## config.mk

```make
export PLATFORM = sky130hd
export DESIGN_NAME = dma_chan_regs
export DESIGN_NICKNAME = d
export VERILOG_FILES = /design/src/rtl/dma_regs_pkg.sv /design/src/rtl/dma_irq_gate.sv /design/src/rtl/dma_ctrl_csr.sv /design/src/rtl/dma_addr_cnt.sv /design/src/rtl/dma_word_reg.sv /design/src/rtl/dma_chan_regs.sv
export SDC_FILE = /design/constraint.sdc
export NUM_CORES = 1
export LEC_CHECK = 0
export ABC_AREA = 1
export BUFFER_PORTS_ARGS = -buffer_cell sky130_fd_sc_hd__buf_4
export CORE_ASPECT_RATIO = 0.7
export CORE_MARGIN = 1
export CORE_UTILIZATION = 40
export DETAILED_ROUTE_END_ITERATION = 16
export SYNTH_ARGS = -nofsm -noshare
export SYNTH_HDL_FRONTEND = slang
export SYNTH_SLANG_ARGS = --single-unit
```

## constraint.sdc

```tcl
create_clock -name clk -period 2.6 [get_ports clk]
set_input_delay 0.52 -clock clk [delete_from_list [all_inputs] [get_ports clk]]
set_output_delay 0.52 -clock clk [all_outputs]
set_load 0.02 [all_outputs]
```

## src/rtl/dma_regs_pkg.sv

```systemverilog
package dma_regs_pkg;
  localparam int unsigned WORD_W = 32;
  localparam int unsigned OFF_W  = 4;

  typedef logic [WORD_W-1:0] word_t;

  typedef enum logic [1:0] {
    IDX_CTRL  = 2'd0,
    IDX_ADDR  = 2'd1,
    IDX_COUNT = 2'd2,
    IDX_UPPER = 2'd3
  } word_idx_e;

  localparam int unsigned BIT_PEND   = 0;
  localparam int unsigned BIT_IEN    = 4;
  localparam int unsigned BIT_DRAIN  = 6;
  localparam int unsigned BIT_PRST   = 7;
  localparam int unsigned BIT_WMEM   = 8;
  localparam int unsigned BIT_EN     = 9;
  localparam int unsigned BIT_LOADED = 26;

  localparam word_t RO_MASK   = 32'hFE00_0007;
  localparam word_t VERSION   = 32'hA000_0000;
  localparam word_t RESET_CSR = VERSION;

  // Host-owned bits of a control write: outside the fixed mask, drain dropped.
  function automatic word_t host_bits(word_t w);
    return w & ~RO_MASK & ~(word_t'(1) << BIT_DRAIN);
  endfunction

  // Assembled control/status view.
  function automatic word_t ctrl_view(word_t wr, logic pend, logic loaded);
    return VERSION | wr | (word_t'(loaded) << BIT_LOADED) | word_t'(pend);
  endfunction

  // Pointer advance, wrapping at the word width.
  function automatic word_t addr_step(word_t a, word_t len);
    return a + len;
  endfunction
endpackage

```

## src/rtl/dma_irq_gate.sv

```systemverilog
module dma_irq_gate (
  input  logic clk,
  input  logic rst_n,
  input  logic periph_irq,
  input  logic ien,
  input  logic ctrl_wr,
  input  logic wr_ien,
  output logic pending,
  output logic host_irq
);
  logic irq_prev;
  logic irq_rise;
  logic irq_fall;
  logic pend_mid, hirq_mid, pend_nx, hirq_nx;

  assign irq_rise = periph_irq & ~irq_prev;
  assign irq_fall = ~periph_irq & irq_prev;

  always_comb begin
    pend_mid = pending;
    hirq_mid = host_irq;
    if (irq_rise) begin
      pend_mid = 1'b1;
      if (ien) hirq_mid = 1'b1;
    end else if (irq_fall && pending) begin
      pend_mid = 1'b0;
      if (ien) hirq_mid = 1'b0;
    end
    pend_nx = pend_mid;
    hirq_nx = hirq_mid;
    if (ctrl_wr) begin
      if (wr_ien) begin
        if (pend_mid) hirq_nx = 1'b1;
      end else if (pend_mid || ien) begin
        hirq_nx = 1'b0;
      end
    end
  end

  always_ff @(posedge clk) begin
    if (!rst_n) begin
      irq_prev <= 1'b0;
      pending  <= 1'b0;
      host_irq <= 1'b0;
    end else begin
      irq_prev <= periph_irq;
      pending  <= pend_nx;
      host_irq <= hirq_nx;
    end
  end

  assert_rise_sets_pending_R7: assert property (@(posedge clk) disable iff (!rst_n)
    irq_rise |=> pending);
  assert_fall_clears_pending_R8: assert property (@(posedge clk) disable iff (!rst_n)
    (irq_fall && pending) |=> !pending);
  assert_host_needs_pend_en_R9: assert property (@(posedge clk) disable iff (!rst_n)
    host_irq |-> (pending && ien));
endmodule

```

## src/rtl/dma_ctrl_csr.sv

```systemverilog
module dma_ctrl_csr
  import dma_regs_pkg::*;
(
  input  logic  clk,
  input  logic  rst_n,
  input  logic  ctrl_wr,
  input  logic  addr_wr,
  input  word_t wdata,
  input  logic  pending,
  output word_t ctrl_word,
  output logic  ien,
  output logic  periph_rst,
  output logic  dma_en
);
  word_t wr_bits;
  logic  loaded;

  assign ien       = wr_bits[BIT_IEN];
  assign ctrl_word = ctrl_view(wr_bits, pending, loaded);

  always_ff @(posedge clk) begin
    if (!rst_n) begin
      wr_bits    <= '0;
      loaded     <= 1'b0;
      periph_rst <= 1'b0;
      dma_en     <= 1'b0;
    end else begin
      periph_rst <= ctrl_wr & wdata[BIT_PRST];
      if (ctrl_wr) begin
        wr_bits <= host_bits(wdata);
        if (wdata[BIT_EN] && !wr_bits[BIT_EN])
          dma_en <= 1'b1;
        else if (!wdata[BIT_EN] && wr_bits[BIT_EN])
          dma_en <= 1'b0;
      end
      if (addr_wr) loaded <= 1'b1;
    end
  end

  assert_rst_pulse_R5: assert property (@(posedge clk) disable iff (!rst_n)
    (ctrl_wr && wdata[BIT_PRST]) |=> periph_rst);
  assert_rst_needs_write_R5: assert property (@(posedge clk) disable iff (!rst_n)
    periph_rst |-> $past(ctrl_wr));
  assert_en_rise_R6: assert property (@(posedge clk) disable iff (!rst_n)
    (ctrl_wr && wdata[BIT_EN]) |=> dma_en);
  assert_en_hold_R6: assert property (@(posedge clk) disable iff (!rst_n)
    !ctrl_wr |=> $stable(dma_en));
  assert_fixed_bits_kept_R3: assert property (@(posedge clk) disable iff (!rst_n)
    ctrl_wr |=> (ctrl_word[31:25] == $past(ctrl_word[31:25])));
  assert_loaded_set_R10: assert property (@(posedge clk) disable iff (!rst_n)
    addr_wr |=> ctrl_word[BIT_LOADED]);
endmodule

```

## src/rtl/dma_addr_cnt.sv

```systemverilog
module dma_addr_cnt
  import dma_regs_pkg::*;
#(
  parameter int unsigned LEN_W = 16
) (
  input  logic             clk,
  input  logic             rst_n,
  input  logic             addr_wr,
  input  word_t            wdata,
  input  logic             xfer_done,
  input  logic [LEN_W-1:0] xfer_len,
  output word_t            addr_q
);
  word_t len_ext;
  assign len_ext = word_t'(xfer_len);

  always_ff @(posedge clk) begin
    if (!rst_n)         addr_q <= '0;
    else if (addr_wr)   addr_q <= wdata;
    else if (xfer_done) addr_q <= addr_step(addr_q, len_ext);
  end

  assert_advance_R11: assert property (@(posedge clk) disable iff (!rst_n)
    (xfer_done && !addr_wr) |=> (addr_q == $past(addr_q) + $past(len_ext)));
  assert_host_wins_R11: assert property (@(posedge clk) disable iff (!rst_n)
    addr_wr |=> (addr_q == $past(wdata)));
endmodule

```

## src/rtl/dma_word_reg.sv

```systemverilog
module dma_word_reg
  import dma_regs_pkg::*;
(
  input  logic  clk,
  input  logic  rst_n,
  input  logic  wr,
  input  word_t wdata,
  output word_t q
);
  always_ff @(posedge clk) begin
    if (!rst_n)  q <= '0;
    else if (wr) q <= wdata;
  end

  assert_readback_R12: assert property (@(posedge clk) disable iff (!rst_n)
    wr |=> (q == $past(wdata)));
endmodule

```

## src/rtl/dma_chan_regs.sv

```systemverilog
module dma_chan_regs
  import dma_regs_pkg::*;
#(
  parameter int unsigned LEN_W = 16
) (
  input  logic             clk,
  input  logic             rst_n,
  input  logic             bus_sel,
  input  logic             bus_we,
  input  logic [3:0]       bus_off,
  input  logic [31:0]      bus_wdata,
  output logic [31:0]      bus_rdata,
  input  logic             periph_irq,
  input  logic             xfer_done,
  input  logic [LEN_W-1:0] xfer_len,
  output logic             host_irq,
  output logic             periph_rst,
  output logic             dma_en
);
  localparam int unsigned NWORDS = 4;

  word_idx_e   sel_idx;
  logic        any_wr;
  logic [NWORDS-1:0] word_wr;
  word_t       words [NWORDS];
  logic        pending, ien;

  assign sel_idx = word_idx_e'(bus_off[3:2]);
  assign any_wr  = bus_sel & bus_we;

  for (genvar i = 0; i < NWORDS; i++) begin : g_dec
    assign word_wr[i] = any_wr && (sel_idx == word_idx_e'(i));
  end

  dma_irq_gate u_irq (
    .clk        (clk),
    .rst_n      (rst_n),
    .periph_irq (periph_irq),
    .ien        (ien),
    .ctrl_wr    (word_wr[IDX_CTRL]),
    .wr_ien     (bus_wdata[BIT_IEN]),
    .pending    (pending),
    .host_irq   (host_irq)
  );

  dma_ctrl_csr u_csr (
    .clk        (clk),
    .rst_n      (rst_n),
    .ctrl_wr    (word_wr[IDX_CTRL]),
    .addr_wr    (word_wr[IDX_ADDR]),
    .wdata      (bus_wdata),
    .pending    (pending),
    .ctrl_word  (words[IDX_CTRL]),
    .ien        (ien),
    .periph_rst (periph_rst),
    .dma_en     (dma_en)
  );

  dma_addr_cnt #(.LEN_W(LEN_W)) u_addr (
    .clk       (clk),
    .rst_n     (rst_n),
    .addr_wr   (word_wr[IDX_ADDR]),
    .wdata     (bus_wdata),
    .xfer_done (xfer_done),
    .xfer_len  (xfer_len),
    .addr_q    (words[IDX_ADDR])
  );

  for (genvar j = 2; j < NWORDS; j++) begin : g_plain
    dma_word_reg u_word (
      .clk   (clk),
      .rst_n (rst_n),
      .wr    (word_wr[j]),
      .wdata (bus_wdata),
      .q     (words[j])
    );
  end

  assign bus_rdata = words[sel_idx];

  assert_word_aligned_R2: assert property (@(posedge clk) disable iff (!rst_n)
    bus_sel |-> (bus_off[1:0] == 2'b00));
  assert_en_matches_bit_R6: assert property (@(posedge clk) disable iff (!rst_n)
    dma_en == words[IDX_CTRL][BIT_EN]);
  assert_drain_clear_R4: assert property (@(posedge clk) disable iff (!rst_n)
    word_wr[IDX_CTRL] |=> !words[IDX_CTRL][BIT_DRAIN]);
endmodule

```

==> results.json, run 1 <==
{
  "outcome": "finished clean",
  "die_height_um": 111,
  "reg2reg_from": "u_addr.addr_q[0]",
  "post-cts-setup-buffers": 0,
  "die_x_um": 157,
  "crit_fanout": 25,
  "hold_class": "input pin to flop",
  "power_switching_uw": 1590,
  "grt_max_degree": 68,
  "avgSynthCellArea_um2": 6.68,
  "p_leak_uw": 0.00391,
  "clk_latency_ns": 0.42,
  "crit_type": "input pin to primary output",
  "gp_congestion": 0.911,
  "ys_ff_latch": 123,
  "synth_enable_flop_cells": 0,
  "dpl.cell_count": 1293,
  "synth_top_cell_by_area": "dfxtp_1",
  "worstMarginPinSlew_ns": 0.636,
  "cts-resized-gates": 0,
  "overflow": 0,
  "syn2layout_area_growth_pct": 22.1,
  "setup-violations-final": 0,
  "port_buffers": 90,
  "numCtsBuffers": 17,
  "hold_violations": 0,
  "htree_levels": 4,
  "endpoint": "bus_rdata[26]",
  "clockBufferDepth": 2,
  "io_pins": 93,
  "drc": 0,
  "power_uw": 5430,
  "cts_tree": "yes",
  "max_slew_margin_pct": 57.6,
  "syn_nets": 1087,
  "synthCells": 1011,
  "combPwrFrac_pct": 16.7,
  "cts-hold-fix-buffers": 0,
  "cts.sinks": 123,
  "clock_skew_ns": 0.0131,
  "postPlaceCellArea_um2": 7640,
  "layout.cells.non_filler": 1325,
  "final_area_um2": 8250,
  "design.core.area_um2": 16400,
  "vias": 7006,
  "initial_core_util_pct": 41.2,
  "nets": 1163,
  "fin_crit_sh_pct": 84.4,
  "grt_pass1_vias": 6353,
  "routed_wl_um": 22100,
  "synthArstFlopShare_pct": 0,
  "grt_usage_pct": 25.9,
  "layout-drive-gt1-share_pct": 14.9,
  "antenna_found_initial": 0,
  "r2r-end": "u_addr.addr_q[20]",
  "ir_drop_v": 0.000410,
  "place_hpwl_um": 16400,
  "cp-startpoint": "bus_off[2]",
  "rsz0062_at_grt": "false",
  "synth.most_common_cell": "nand2_1",
  "start_kind": "input pin",
  "worst-r2r-cell-count": 12,
  "p_int_uw": 3840,
  "first_pass_iters": 6,
  "reg2reg_slack_ns": 0.52,
  "drv_cap": 0,
  "drv_slew": 0,
  "fp-row-count": 39,
  "cp-end-kind": "primary output",
  "powerDensity_nw_per_um2": 659,
  "via_per_inst": 5.29,
  "post-route-min-period_ns": 2.20,
  "synth_top_area_share_pct": 36.4,
  "avgRoutedWirePerCell_um": 16.7,
  "cp_data_arrival_time_ns": 1.68,
  "seq_power_share_pct": 37.8,
  "diodes": 0,
  "drt-initial-drc-count": 732,
  "synth_cell_types": 41,
  "clock.fmax_mhz": 456,
  "sw_frac_of_total_pct": 29.3,
  "synthTopCellsByArea": "dfxtp_1 (36%), nand2_1 (12%), o21ai_0 (7.0%)",
  "setup_tns_ns": 0,
  "syn-cell-area_um2": 6760,
  "grt_pass1_wl_um": 34600,
  "clkTransAtPathRegs_ns": 0.06,
  "p_clk_share_pct": 45.5,
  "synth_flop_cell": "dfxtp_1",
  "cts-root-buf": "clkbuf_16",
  "yosysWarnings": 0,
  "ant_nets": 0,
  "synthTopCellsByCount": "nand2_1 (222), dfxtp_1 (123), nor2_1 (122)",
  "crit_required_ns": 2.08,
  "yosysSeqAreaShare_pct": 36.4,
  "dieArea_um2": 17400
}
-- worst max-delay path, cell delays in order --
cell      delay (ns)
buf_4           0.15
nand2_1         0.13
inv_1           0.10
buf_12          0.17
a22oi_1         0.17
o221ai_1        0.21
buf_4           0.21
-- kinds of logic after synthesis --
group,share of synthesized area (%)
simple gates,25.0
compound gates,22.5
buf+inv,10.7
flops,36.4
fa+ha+maj,3.44
xor+xnor,1.81
-- layer usage --
layer  vias to the layer above  wire (um)  GRT usage [%]
met1                      3209      10900           38.9
li1                       3486          -              -
met4                         0        339           8.09
met2                       283       9100           37.5
met5                         -          0              0
met3                        28       1740           3.91
-- layout by cell type, fill, tap and decap left out, drive strengths merged --
cell | synthesis | layout
a21boi | 1 | 1
a21o | 1 | 1
a21oi | 81 | 81
a221o | 2 | 2
a22o | 5 | 5
a22oi | 41 | 41
a31oi | 7 | 7
a32oi | 1 | 1
buf | 16 | 105
bufinv | 0 | 3
clkbuf | 32 | 19
clkinv | 0 | 5
clkinvlp | 0 | 4
dfxtp | 123 | 123
fa | 1 | 1
ha | 17 | 17
inv | 134 | 135
nand2 | 222 | 222
nand2b | 1 | 1
nand3 | 49 | 49
nand3b | 1 | 1
nand4 | 4 | 4
nor2 | 126 | 126
nor3 | 10 | 10
o211ai | 3 | 3
o21ai | 98 | 98
o21bai | 1 | 1
o221ai | 3 | 3
o22ai | 15 | 15
or2 | 2 | 2
xnor2 | 1 | 1
xor2 | 13 | 13
-- through the flow --
step | setup slack, ns | hold slack [ns] | utilization (%)
floorplan | 0.585 | 0.436 | -
global placement | 0.241 | 0.449 | 46.6
detailed placement | 0.217 | 0.453 | 46.6
CTS | 0.431 | 0.308 | 50.3
global route | 0.321 | 0.330 | 50.3
finish | 0.405 | 0.316 | 50.3
-- power groups by stage --
| stage | sequential (uW) | combinational [uW] | clock (uW) |
|---|---|---|---|
| detailed placement | 2100 | 892 | 0 |
| global placement | 2100 | 887 | 0 |
| floorplan | 2060 | 576 | 0 |
| finish | 2060 | 905 | 2470 |
| global route | 2060 | 1000 | 2580 |
| CTS | 2060 | 898 | 2490 |
-- registers in the layout, summed over array words and instances (netlist names) --
register	cells
u_csr.wr_bits	21
u_addr.addr_q	32
g_plain.u_word.q	64
u_csr.dma_en	1
u_irq.irq_prev	1
u_csr.periph_rst	1
u_csr.loaded	1
u_irq.pending	1
u_irq.host_irq	1
-- cell type report --
| class | instances | area (um2) |
|---|---|---|
| fillers | 1683 | 8150 |
| repair buffers | 105 | 801 |
| inverters | 134 | 505 |
| clock inverters | 13 | 169 |
| clock buffers | 19 | 443 |
| flip-flops and latches | 123 | 2460 |
| well taps | 225 | 282 |
| multi-input cells | 706 | 3590 |
-- how the worst min path moves through the flow --
stage / startpoint / end / slack [ns] / cells past startpoint
floorplan: u_csr.loaded / u_csr.loaded / 0.44 / 2
global placement: u_csr.loaded / u_csr.loaded / 0.45 / 2
detailed placement: u_csr.loaded / u_csr.loaded / 0.45 / 2
CTS: periph_irq / u_irq.irq_prev / 0.31 / 3
global route: periph_irq / u_irq.irq_prev / 0.33 / 3
finish: periph_irq / u_irq.irq_prev / 0.32 / 3
Note: power is estimated with default switching activity, not from simulation.
==> run 2: changes to the inputs <==
ABC_AREA = 0   (was 1)
clock period = 1.9 ns   (was 2.6 ns; I/O delays follow)
==> results.json, run 2 <==
{
  "outcome": "complete, but fails checks",
  "violations": "setup timing",
  "avgRoutedWirePerCell_um": 18.9,
  "post-route-util_pct": 59.7,
  "hold-path-endpoint": "u_irq.irq_prev",
  "worst-r2r-cell-count": 9,
  "top_regs": "g_plain.u_word.q (64), u_addr.addr_q (32), u_csr.wr_bits (21)",
  "yosysWarnings": 0,
  "drv_cap": 0,
  "ir_drop_v": 0.000639,
  "grt_max_degree": 62,
  "cp-end-kind": "flop",
  "vias": 6518,
  "routed_wl_um": 22100,
  "io_pins": 93,
  "clock.fmax_mhz": 436,
  "place_hpwl_um": 15900,
  "clock_skew_ns": 0.00643,
  "yosysSeqAreaShare_pct": 37.2,
  "crit_chain": "ha_4 -> fa_2 -> a211oi_2 -> o21ai_2 -> a21boi_2 -> o31ai_4 -> a41oi_4 -> or4b_1 -> and4_1",
  "synth_top_area_share_pct": 37.2,
  "hold_class": "input pin to flop",
  "setup-violations-final": 30,
  "grt_pass1_wl_um": 33900,
  "final_cell_mix": "nand2_1 (207), buf_4 (146), dfxtp_1 (103)",
  "synthArstFlopShare_pct": 0,
  "r2r-end": "u_addr.addr_q[28]",
  "dieArea_um2": 17100,
  "fp-row-count": 38,
  "worst_path_largest_cell_delay_ns": 0.47,
  "syn-cell-area_um2": 6610,
  "die_x_um": 156,
  "p_leak_uw": 0.00375,
  "min-delay-start": "periph_irq",
  "synthTopCellsByArea": "dfxtp_1 (37%), nand2_1 (12%), a21boi_0 (9.9%)",
  "rsz0062_at_grt": "true",
  "numCtsBuffers": 17,
  "powerDensity_nw_per_um2": 883,
  "p_clk_share_pct": 39.1,
  "port_buffers": 90,
  "ant_nets": 0,
  "largest_register_ffs": 64,
  "antenna_found_initial": 0,
  "design.core.area_um2": 15800,
  "synth.most_common_cell": "nand2_1",
  "syn_nets": 847,
  "overflow": 0,
  "max_slew_margin_pct": 63.4,
  "initial_core_util_pct": 41.8,
  "first_pass_iters": 5,
  "synthTopCellsByCount": "nand2_1 (207), dfxtp_1 (123), a21boi_0 (87)",
  "cp_slowest_cell": "or4b_1",
  "crit_fanout": 3,
  "reg2reg_from": "u_addr.addr_q[0]",
  "gp_congestion": 0.919,
  "diodes": 0,
  "p_int_uw": 5950,
  "synth_top_cell_by_area": "dfxtp_1",
  "clockBufferDepth": 2,
  "die_height_um": 110,
  "via_per_inst": 5.56,
  "fin_crit_sh_pct": 121,
  "layout-drive-gt1-share_pct": 35.2,
  "synth_flop_cell": "dfxtp_1",
  "grt_pass1_vias": 6131,
  "drv_slew": 0,
  "cts-root-buf": "clkbuf_16",
  "synthCells": 771,
  "avgSynthCellArea_um2": 8.58,
  "nets": 1016,
  "start_kind": "flop",
  "cp_data_arrival_time_ns": 2.61,
  "fin_worst_hold_slack_ns": 0.199,
  "ys_ff_latch": 123,
  "hold_violations": 0,
  "regMostFlops": "g_plain.u_word.q",
  "mostFrequentLayoutCell": "nand2_1",
  "clkTransAtPathRegs_ns": 0.06,
  "seq_power_share_pct": 34.0,
  "clk_latency_ns": 0.42,
  "sw_frac_of_total_pct": 28.6,
  "post-route-min-period_ns": 2.29,
  "cts-hold-fix-buffers": 0,
  "drt-initial-drc-count": 524,
  "pre_cts_ws_ns": -0.592,
  "synth_enable_flop_cells": 0,
  "htree_levels": 4,
  "power_switching_uw": 2390,
  "setup_ws_ns": -0.395,
  "crit_type": "flop to flop",
  "power_uw": 8340,
  "reg2reg_slack_ns": -0.39,
  "whs_path_depth": 2,
  "worstMarginPinSlew_ns": 0.549,
  "syn2layout_area_growth_pct": 42.9,
  "cts.sinks": 123,
  "crit_required_ns": 2.21,
  "drc": 0,
  "cts_tree": "yes",
  "synth_cell_types": 63,
  "combPwrFrac_pct": 26.9,
  "grt_usage_pct": 26.6
}
## run 2: changes by cell type after synthesis, sizes merged, moves of 40 or more
cell    delta
a21boi    +87
a21oi     -43
a22oi     -40
inv      -126
nor2     -105
o21ai     -55
## run 2: stage by stage
stage,cell area [um2],cells,setup TNS (ns)
2_1_floorplan,6770,771,-2.00
5_1_grt,9450,1172,-7.40
6_report,9450,1172,-5.05
3_5_place_dp,8310,1125,-10.81
4_1_cts,9240,1165,-4.73
3_3_place_gp,8310,1125,-9.80
## run 2: cell families after synthesis
logic type / share of synthesized area (%)
xor+xnor: 2.91
fa+ha+maj: 3.67
compound gates: 22.7
mux: 11.3
buf+inv: 3.86
flops: 37.2
simple gates: 18.3
## run 2: critical path: cells and delay by family, from the launching register on
family          cells  cell delay [ns]
simple gates        2             0.65
compound gates      5             0.83
flops               1             0.34
fa+ha+maj           2             0.37
## run 2: worst max-delay path by stage
stage                     startpoint                 to  slack [ns]  cells past startpoint
finish              u_addr.addr_q[0]  u_addr.addr_q[28]       -0.39                      9
CTS                 u_addr.addr_q[0]  u_addr.addr_q[28]       -0.35                      9
global placement         xfer_len[0]  u_addr.addr_q[28]       -0.56                     10
detailed placement       xfer_len[0]  u_addr.addr_q[28]       -0.59                     10
floorplan                xfer_len[0]  u_addr.addr_q[28]       -0.35                      9
global route        u_addr.addr_q[0]  u_addr.addr_q[16]       -0.45                     10
## run 2: layer usage
layer / part of all wire (%) / vias to the layer above / track usage, %
li1: - / 3051 / -
met1: 49 / 3210 / 38.6
met2: 43 / 236 / 39.2
met3: 6.8 / 21 / 6.46
met4: 0.81 / 0 / 6.44
met5: 0 / - / 0
## run 2: cell type report
| cell class | instances | area [um2] |
|---|---|---|
| repair buffers | 203 | 1820 |
| inverters | 8 | 30.0 |
| flip-flops and latches | 123 | 2500 |
| fillers | 1349 | 6380 |
| clock buffers | 22 | 464 |
| well taps | 220 | 275 |
| multi-input cells | 587 | 4250 |
| clock inverters | 9 | 120 |
## run 2: repair_timing
item                                    CTS  global route
endpoints found under the setup margin   45            47
resized for setup                        78            41
pin swaps                                25            30
buffers inserted                         12            14
## run 2: power groups by stage
stage | logic (uW) | registers (uW) | clock network (uW)
after floorplan | 1080 | 2820 | 0
final | 2250 | 2830 | 3260
after CTS | 2060 | 2820 | 3290
after global routing | 2400 | 2840 | 3420
after detailed placement | 1860 | 2850 | 0
after global placement | 1820 | 2840 | 0
==> run 3: changes to the inputs <==
REMOVE_ABC_BUFFERS = 1   (was default)
==> results.json, run 3 (synthesis results as in run 2) <==
{
  "crit_type": "flop to flop",
  "ir_drop_v": 0.000486,
  "postPlaceCellArea_um2": 8190,
  "cp-end-kind": "flop",
  "max_slew_margin_pct": 64.3,
  "cts-root-buf": "clkbuf_16",
  "power_uw": 8500,
  "design.core.area_um2": 15800,
  "first_pass_iters": 5,
  "hold-path-endpoint": "u_irq.irq_prev",
  "nets": 1022,
  "mostFrequentLayoutCell": "nand2_1",
  "drt-initial-drc-count": 377,
  "final_cell_mix": "nand2_1 (205), buf_4 (152), dfxtp_1 (102)",
  "largest_register_ffs": 64,
  "hold_class": "input pin to flop",
  "cp_data_arrival_time_ns": 2.69,
  "ant_nets": 0,
  "fin_crit_sh_pct": 125,
  "start_kind": "flop",
  "top_regs": "g_plain.u_word.q (64), u_addr.addr_q (32), u_csr.wr_bits (21)",
  "vias": 6365,
  "cts_tree": "yes",
  "powerDensity_nw_per_um2": 883,
  "setup_ws_ns": -0.471,
  "grt_max_degree": 56,
  "p_leak_uw": 0.00377,
  "clockBufferDepth": 2,
  "clock_skew_ns": 0.00698,
  "port_buffers": 90,
  "min-delay-start": "periph_irq",
  "die_x_um": 156,
  "gp_congestion": 0.862,
  "r2r-end": "u_addr.addr_q[20]",
  "layout-drive-gt1-share_pct": 36.7,
  "clkTransAtPathRegs_ns": 0.06,
  "cts.sinks": 123,
  "fin_worst_hold_slack_ns": 0.176,
  "reg2reg_slack_ns": -0.47,
  "grt_pass1_wl_um": 32900,
  "clock.fmax_mhz": 422,
  "fillCellCount": 1330,
  "whs_path_depth": 2,
  "worstMarginPinSlew_ns": 0.536,
  "avgRoutedWirePerCell_um": 17.8,
  "worst-r2r-cell-count": 10,
  "grt_usage_pct": 25.3,
  "dieArea_um2": 17100,
  "final_area_um2": 9620,
  "initial_core_util_pct": 41.8,
  "die_height_um": 110,
  "io_pins": 93,
  "drv_slew": 0,
  "numCtsBuffers": 17,
  "hold_violations": 0,
  "crit_required_ns": 2.22,
  "routed_wl_um": 20900,
  "fp-row-count": 38,
  "place_hpwl_um": 14400,
  "drc": 0,
  "regMostFlops": "g_plain.u_word.q",
  "reg2reg_from": "u_addr.addr_q[0]",
  "post-route-min-period_ns": 2.37,
  "via_per_inst": 5.40,
  "grt_pass1_vias": 6252,
  "syn2layout_area_growth_pct": 45.5,
  "crit_fanout": 2,
  "clk_latency_ns": 0.43,
  "cts-hold-fix-buffers": 0,
  "antenna_found_initial": 0,
  "diodes": 0,
  "overflow": 0,
  "outcome": "complete, but fails checks",
  "drv_cap": 0,
  "violations": "setup timing",
  "rsz0062_at_grt": "true",
  "htree_levels": 4,
  "setup-violations-final": 27
}
[run 3: cell count changes in the layout (fill, tap and decap cells not counted), moves of 3 or more]
cell        previous run  this run
buf_4                146       152
ha_4                   9        13
dfxtp_4                5         0
clkbuf_1               3         0
clkinvlp_4             0         4
dfxtp_2               15        21
clkinv_2               6         2
[run 3: how the worst max path moves through the flow]
stage / start / depth (start not counted) / slack [ns] / to
final: u_addr.addr_q[0] / 10 / -0.47 / u_addr.addr_q[20]
after global routing: u_addr.addr_q[0] / 9 / -0.58 / u_addr.addr_q[28]
after CTS: u_addr.addr_q[0] / 9 / -0.42 / u_addr.addr_q[28]
after detailed placement: xfer_len[0] / 10 / -0.71 / u_addr.addr_q[30]
after global placement: xfer_len[0] / 10 / -0.68 / u_addr.addr_q[28]
after floorplan: xfer_len[0] / 9 / -0.46 / u_addr.addr_q[28]
[run 3: final cells by class]
cell class / instances / area, um2 / area share, %
multi-input combinational: 587 / 4360 / 45.3
sequential: 123 / 2490 / 25.9
timing repair buffer: 209 / 1850 / 19.2
clock buffer: 17 / 425 / 4.42
tap: 220 / 275 / 2.86
clock inverter: 14 / 195 / 2.03
inverter: 8 / 30.0 / 0.312
[run 3: where the power goes]
part	internal (uW)	switching, uW
registers	2710	96.3
logic	1160	1090
clock network	2190	1260
total	6060	2450
[run 3: critical path, cell delays in order (launching register included)]
cell and delay, ns:
dfxtp_2 0.34, ha_4 0.16, fa_2 0.38, a211oi_4 0.29
o21ai_2 0.13, a21boi_2 0.24, o31ai_4 0.10, buf_6 0.14
a21oi_4 0.15, nor4b_2 0.06, a211o_1 0.27
[run 3: through the flow]
| step | std cells | utilization [%] | setup slack, ns | setup TNS, ns |
|---|---|---|---|---|
| 6_report | 1178 | 60.8 | -0.471 | -5.36 |
| 5_1_grt | 1178 | 60.8 | -0.579 | -7.82 |
| 3_3_place_gp | 1129 | 51.8 | -0.681 | -13.04 |
| 3_5_place_dp | 1129 | 51.8 | -0.711 | -14.33 |
| 2_1_floorplan | 718 | - | -0.457 | -6.14 |
| 4_1_cts | 1172 | 58.9 | -0.418 | -5.77 |
[run 3: routing by layer]
metal  track usage [%]  vias to the layer above  part of all wire, %
li1                  -                     3061                    -
met1              34.3                     3073                   47
met2              40.0                      206                   45
met3              6.35                       25                  6.4
met4              7.00                        0                  1.3
met5                 0                        -                    0
[run 3: timing repair]
item | CTS | global route
endpoints found under the hold margin | 0 | 0
gates resized for setup | 91 | 57
buffers inserted | 15 | 10
pin swaps | 43 | 45
setup endpoints to repair | 34 | 51
